`config.mk`:
```
export PLATFORM = sky130hd
export DESIGN_NAME = store_queue
export DESIGN_NICKNAME = d
export VERILOG_FILES = /design/src/rtl/sq_pkg.sv /design/src/rtl/sq_ptr_ctrl.sv /design/src/rtl/sq_search.sv /design/src/rtl/store_queue.sv
export SDC_FILE = /design/constraint.sdc
export NUM_CORES = 1
export LEC_CHECK = 0
export BUFFER_PORTS_ARGS = -buffer_cell sky130_fd_sc_hd__clkbuf_2
export CAP_MARGIN = 5
export CORE_MARGIN = 4
export CORE_UTILIZATION = 41
export DETAILED_ROUTE_END_ITERATION = 6
export PLACE_DENSITY = 0.56
export SLEW_MARGIN = 20
export SYNTH_ARGS = -nofsm -noshare
export SYNTH_HDL_FRONTEND = slang
export SYNTH_HIERARCHICAL = 1
export SYNTH_SLANG_ARGS = --single-unit
```
`constraint.sdc`:
```
create_clock -name clk -period 10.9 [get_ports clk]
set_input_delay 0.545 -clock clk [delete_from_list [all_inputs] [get_ports clk]]
set_output_delay 0.545 -clock clk [all_outputs]
set_load 0.005 [all_outputs]
```
`src/rtl/sq_pkg.sv`:
```
package sq_pkg;
  typedef enum logic [1:0] {
    LD_STALL    = 2'b00,
    LD_FWD_DATA = 2'b01,
    LD_FWD_TAG  = 2'b10,
    LD_TO_MEM   = 2'b11
  } ld_kind_e;
endpackage

```
`src/rtl/sq_ptr_ctrl.sv`:
```
module sq_ptr_ctrl #(
  parameter int DEPTH = 8,
  localparam int IDX_W = $clog2(DEPTH),
  localparam int PTR_W = IDX_W + 1
) (
  input  logic             clk,
  input  logic             rst,
  input  logic             alloc_req,
  input  logic             retire,
  input  logic             flush,
  output logic [PTR_W-1:0] head,
  output logic [PTR_W-1:0] tail,
  output logic             full
);
  logic [PTR_W-1:0] head_n;

  assign head_n = head + PTR_W'(retire);
  assign full   = (tail - head) == PTR_W'(DEPTH);

  always_ff @(posedge clk) begin
    if (rst) begin
      head <= '0;
      tail <= '0;
    end else begin
      head <= head_n;
      if (flush)
        tail <= head_n;
      else if (alloc_req && !full)
        tail <= tail + PTR_W'(1);
    end
  end
endmodule

```
`src/rtl/sq_search.sv`:
```
module sq_search
  import sq_pkg::*;
#(
  parameter int DEPTH  = 8,
  parameter int ADDR_W = 16,
  parameter int DATA_W = 32,
  parameter int TAG_W  = 6,
  localparam int IDX_W = $clog2(DEPTH),
  localparam int PTR_W = IDX_W + 1
) (
  input  logic [PTR_W-1:0]  head,
  input  logic [PTR_W-1:0]  snap,
  input  logic [ADDR_W-1:0] q_addr,
  input  logic [DEPTH-1:0]  addr_v,
  input  logic [DEPTH-1:0]  data_v,
  input  logic [ADDR_W-1:0] addr_a [DEPTH],
  input  logic [DATA_W-1:0] data_a [DEPTH],
  input  logic [TAG_W-1:0]  tag_a  [DEPTH],
  output ld_kind_e          kind,
  output logic [DATA_W-1:0] fwd_data,
  output logic [TAG_W-1:0]  fwd_tag
);
  logic [PTR_W-1:0] diff;
  logic [PTR_W-1:0] older_n;
  logic             unknown;
  logic             hit;
  logic [IDX_W-1:0] hit_idx;

  assign diff    = snap - head;
  assign older_n = (diff > PTR_W'(DEPTH)) ? '0 : diff;

  // Walk from oldest to youngest; a later hit overwrites, so the youngest wins.
  always_comb begin
    unknown = 1'b0;
    hit     = 1'b0;
    hit_idx = '0;
    for (int p = 0; p < DEPTH; p++) begin
      logic [IDX_W-1:0] idx;
      idx = head[IDX_W-1:0] + IDX_W'(p);
      if (PTR_W'(p) < older_n) begin
        if (!addr_v[idx])
          unknown = 1'b1;
        else if (addr_a[idx] == q_addr) begin
          hit     = 1'b1;
          hit_idx = idx;
        end
      end
    end
  end

  always_comb begin
    if (unknown)             kind = LD_STALL;
    else if (!hit)           kind = LD_TO_MEM;
    else if (data_v[hit_idx]) kind = LD_FWD_DATA;
    else                     kind = LD_FWD_TAG;
    fwd_data = data_a[hit_idx];
    fwd_tag  = tag_a[hit_idx];
  end
endmodule

```
`src/rtl/store_queue.sv`:
```
module store_queue
  import sq_pkg::*;
#(
  parameter int DEPTH  = 8,
  parameter int ADDR_W = 16,
  parameter int DATA_W = 32,
  parameter int TAG_W  = 6,
  localparam int IDX_W = $clog2(DEPTH),
  localparam int PTR_W = IDX_W + 1
) (
  input  logic              clk,
  input  logic              rst,
  input  logic              alloc_valid,
  input  logic [TAG_W-1:0]  alloc_tag,
  output logic              alloc_ready,
  output logic [IDX_W-1:0]  alloc_idx,
  output logic [PTR_W-1:0]  tail_snap,
  input  logic              addr_wr_en,
  input  logic [IDX_W-1:0]  addr_wr_idx,
  input  logic [ADDR_W-1:0] addr_wr_val,
  input  logic              data_wr_en,
  input  logic [IDX_W-1:0]  data_wr_idx,
  input  logic [DATA_W-1:0] data_wr_val,
  input  logic              commit,
  input  logic              flush,
  output logic              mem_wr_valid,
  output logic [ADDR_W-1:0] mem_wr_addr,
  output logic [DATA_W-1:0] mem_wr_data,
  input  logic              ld_query_valid,
  input  logic [ADDR_W-1:0] ld_query_addr,
  input  logic [PTR_W-1:0]  ld_query_snap,
  output logic              ld_resp_valid,
  output logic [1:0]        ld_resp_kind,
  output logic [DATA_W-1:0] ld_resp_data,
  output logic [TAG_W-1:0]  ld_resp_tag
);
  logic [PTR_W-1:0]  head, tail;
  logic              full, retire, alloc_fire;
  logic [IDX_W-1:0]  hidx, tidx;
  logic [DEPTH-1:0]  addr_v, data_v;
  logic [ADDR_W-1:0] addr_q [DEPTH];
  logic [DATA_W-1:0] data_q [DEPTH];
  logic [TAG_W-1:0]  tag_q  [DEPTH];
  ld_kind_e          s_kind;
  logic [DATA_W-1:0] s_data;
  logic [TAG_W-1:0]  s_tag;

  assign hidx       = head[IDX_W-1:0];
  assign tidx       = tail[IDX_W-1:0];
  assign alloc_fire = alloc_valid && !full && !flush;
  assign retire     = commit && (head != tail) && addr_v[hidx] && data_v[hidx];
  assign alloc_ready = !full;
  assign alloc_idx   = tidx;
  assign tail_snap   = tail;

  sq_ptr_ctrl #(.DEPTH(DEPTH)) u_ptr (
    .clk(clk), .rst(rst), .alloc_req(alloc_valid), .retire(retire),
    .flush(flush), .head(head), .tail(tail), .full(full)
  );

  // Per-slot fill flags.
  always_ff @(posedge clk) begin
    if (rst) begin
      addr_v <= '0;
      data_v <= '0;
    end else begin
      if (addr_wr_en) addr_v[addr_wr_idx] <= 1'b1;
      if (data_wr_en) data_v[data_wr_idx] <= 1'b1;
      if (alloc_fire) begin
        addr_v[tidx] <= 1'b0;
        data_v[tidx] <= 1'b0;
      end
    end
  end

  // Payload storage, no reset.
  always_ff @(posedge clk) begin
    if (addr_wr_en) addr_q[addr_wr_idx] <= addr_wr_val;
    if (data_wr_en) data_q[data_wr_idx] <= data_wr_val;
    if (alloc_fire) tag_q[tidx] <= alloc_tag;
  end

  sq_search #(.DEPTH(DEPTH), .ADDR_W(ADDR_W), .DATA_W(DATA_W), .TAG_W(TAG_W)) u_search (
    .head(head), .snap(ld_query_snap), .q_addr(ld_query_addr),
    .addr_v(addr_v), .data_v(data_v), .addr_a(addr_q), .data_a(data_q), .tag_a(tag_q),
    .kind(s_kind), .fwd_data(s_data), .fwd_tag(s_tag)
  );

  always_ff @(posedge clk) begin
    if (rst) begin
      mem_wr_valid  <= 1'b0;
      mem_wr_addr   <= '0;
      mem_wr_data   <= '0;
      ld_resp_valid <= 1'b0;
      ld_resp_kind  <= LD_STALL;
      ld_resp_data  <= '0;
      ld_resp_tag   <= '0;
    end else begin
      mem_wr_valid  <= retire;
      mem_wr_addr   <= addr_q[hidx];
      mem_wr_data   <= data_q[hidx];
      ld_resp_valid <= ld_query_valid;
      ld_resp_kind  <= s_kind;
      ld_resp_data  <= s_data;
      ld_resp_tag   <= s_tag;
    end
  end
endmodule

```
==> results by group <==
Yosys
  • Register area share after synthesis: roughly 48%
  • Yosys top cell area share: 41.18%
  • Synth unique cells: 95
  • Ys flop type: edfxtp_1
  • Async set-reset flop share out of synthesis: 0%
  • Count leader, synth: mux2i_1
  • Post-Syn Nets: 2,314
  • Syn_area_per_cell: 14.23 um^2
  • Synth Register Bits: between 500 and 600
  • Syn. warnings: 6
  • Synth Instances: ~2,200
  • Top post-synthesis cells by area: edfxtp_1 41%, mux4_2 16%, mux2i_1 14%
  • EDFF count, synth: between 400 and 500
  • Synth cell count leaders: 433 x mux2i_1, 432 x edfxtp_1, 223 x mux4_2
  • Synth area leader: edfxtp_1
  • Synth Cell Area: 31,500 um^2

Critical path
  • Worst Path Buf+Inv: 3
  • Worst reg2reg path endpoint: ld_resp_data[11]
  • Worst path cell trace: buf_12 > buf_4 > mux4_2 > mux2i_1 > xnor2_1 > nand2_1 > a2111oi_0 > nand3b_1 > mux2_2 > mux2i_2 > o21a_4 > buf_4 > mux2i_1 > mux2_2 > nor2b_1
  • Crit path DAT: between 8 and 9 ns
  • CP Capture Point: ld_resp_data[11]
  • Reg2reg path depth: 15
  • Max Fanout on Critical Path: 120
  • Critical Path End Type: flop
  • Slowest-stage cell, CP: buf_4
  • CP startpoint: u_ptr/head[0]
  • CP max stage delay: 0.93 ns
  • CP top delay family: buffers and inverters
  • Worst r2r src: u_ptr/head[0]
  • Crit Path Class: flop to flop
  • Startpoint types: flop
  • R2r setup slk: between 3 and 4 ns
  • WP data required: between 10 and 15 ns
  • CP Depth: 15

Global route
  • Largest net degree at the start of global routing: around 120
  • Global-route wire length before repair: between 100 and 150 mm
  • Met1 Use GR: between 30% and 40%
  • GR Util met2: a little over a third
  • GR Util All Layers: 22.45%
  • Initial antenna violation count: 7
  • Busiest grt layer: met2
  • GRT overflow: 0
  • Vias in the first global route: slightly above 20,000
  • GR Util met3: under 10%

Drt
  • DRC errors left: 0
  • Vias: about 20,000
  • First DRT Iteration DRCs: 1,824
  • Antenna-violating nets left: 0
  • Avg WL per Cell: 27.22 um
  • DR vias/cell: between 5 and 6
  • First-pass DRT Iterations: 5
  • WL final: just over 90 mm

Cells and area
  • Share of layout cells above drive strength 1: between 20% and 30%
  • Cell area after layout: approximately 35,000 um^2
  • Layout area overhead: 11.72%
  • Nets: between 2,000 and 2,500
  • Final Util: 46.26%

Power and ir drop
  • Worst IR Drop VDD: between 100 and 150 uV
  • Total Power: roughly 0.0047 W
  • Power per cell area: between 100 and 150 nW/um^2
  • Lkg Pwr: between 10 and 15 nW

Clocking
  • Root buf cell: clkbuf_16
  • CTS tree: built
  • Longest Clk Path Bufs: 3
  • Post-CTS setup buffers: 0
  • Resize count post-CTS: 0
  • Clk sink count: 546
  • Worst-skew pair later-pin latency: ~0.64 ns
  • CTS Buf Count: 57
  • H-tree levels: 2
  • Hold_buf cts: 0
  • Clock-pin slew on the worst setup and hold paths: roughly 0.06 ns

Floorplanning
  • Rows: slightly above 100
  • Initial Util: between 40% and 50%
  • DIE AREA: approximately 80,000 um^2
  • Die Wd: around 290 um
  • Die Y-Extent: 285.2 um
  • Core area: approximately 76,000 um^2
  • I/O pin cnt: 186

STA
  • Fmax: ~0.13 GHz
  • Tcrit/Tclk final: around 69%
  • Final hold vios: 0
  • Setup ws final: 3.346 ns
  • Setup total negative slack: 0 ns
  • RSZ-0062 raised after global routing: false
  • Final slew viol count: 0
  • Final Setup Violations: 0
  • Max Clock Skew: between 0.03 and 0.04 ns
  • Final period demand of the worst path: between 7 and 8 ns
  • Slew margin rel.: 23.09%
  • Worst Tran Pin Value: 1.154 ns

Place
  • GPL Wtd Cong: around 1.0
  • DP Wirelength: between 60 and 70 mm
  • Worst slack, placed: 3.414 ns
  • Placed instance area: 33,200 um^2
  • PortBufs: ~190

Flow run
  • Max-cap violations: 0

Status
  • Status: finished clean

Hold path
  • Hold Crit Class: input port to flop
==> through the flow <==
step | instances | hold slack, ns
floorplan | 2214 | 0.4595
CTS | 3418 | 0.08965
detailed placement | 3310 | 0.4920
finish | 3424 | 0.1228
global route | 3420 | 0.1122
global placement | 3310 | 0.4995
==> flip-flops by register name, summed over array words and instances, names as in the netlist <==
| register | count |
|---|---|
| ld_resp_tag | 6 |
| addr_q | 128 |
| ld_resp_valid | 1 |
| u_ptr/head | 4 |
| data_q | 256 |
| addr_v | 8 |
| tag_q | 48 |
| mem_wr_addr | 16 |
| ld_resp_kind | 2 |
| ld_resp_data | 32 |
| mem_wr_valid | 1 |
| mem_wr_data | 32 |
| data_v | 8 |
| u_ptr/tail | 4 |
==> worst min path at each step <==
stage / startpoint / endpoint / slack (ns) / cells after the start
floorplan: data_v[1] / data_v[1] / 0.46 / 1
global placement: data_v[5] / data_v[5] / 0.50 / 1
detailed placement: data_v[0] / data_v[0] / 0.49 / 1
CTS: ld_query_valid / ld_resp_valid / 0.09 / 2
global route: ld_query_valid / ld_resp_valid / 0.11 / 2
finish: ld_query_valid / ld_resp_valid / 0.12 / 2
==> cell families after synthesis <==
kind of cell	synth area share, %
xor gates and xnor gates	3.916
buffers and inverters	3.618
muxes	31.73
and+or+nand+nor	8.082
DFF	48.42
adders and majority gates	0.5004
AOI/OAI and AO/OA	3.733
==> routing by layer <==
metal / wire, um / vias to the layer above
met4: 2184 / 2
li1: - / 9006
met3: 6550 / 138
met2: 43780 / 728
met1: 40680 / 10530
met5: 13 / -
==> report_power, final <==
part / internal, W / switching, W
Clock: 0.00119 / 0.000831
Combinational: 0.000127 / 0.000210
Sequential: 0.00232 / 0.0000438
==> final cells by class <==
cell class                      instances  area (um^2)
Tap cell                             1030         1289
Inverter                               23        86.33
Fill cell                            6791        40880
Antenna cell                            6        15.01
Clock buffer                           85         1708
Timing Repair Buffer                  221         1236
Clock inverter                         23        275.3
Sequential cell                       546        15270
Multi-Input combinational cell       1490        15320
==> placed cells by master (no fill, tap or decap), types with 8 or more instances in the layout <==
cell type and instances:
a211oi_1 8, a21oi_1 17, buf_4 34, clkbuf_1 16
clkbuf_16 62, clkbuf_2 184, clkinv_2 8, dfxtp_1 111
edfxtp_1 432, ha_1 10, inv_1 16, mux2_2 52
mux2i_1 433, mux4_2 223, nand2_1 81, nand2b_1 16
nand3_1 38, nand3b_1 11, nand4_1 23, nor2_1 106
nor2_4 12, nor2b_1 50, nor3_1 29, nor3_2 8
nor3b_1 11, nor4_1 15, o211ai_1 12, o21a_1 17
o21ai_0 21, or3_1 10, or4_1 9, xnor2_1 93
xor2_1 43
No activity file was read; power rests on OpenSTA's default activity.
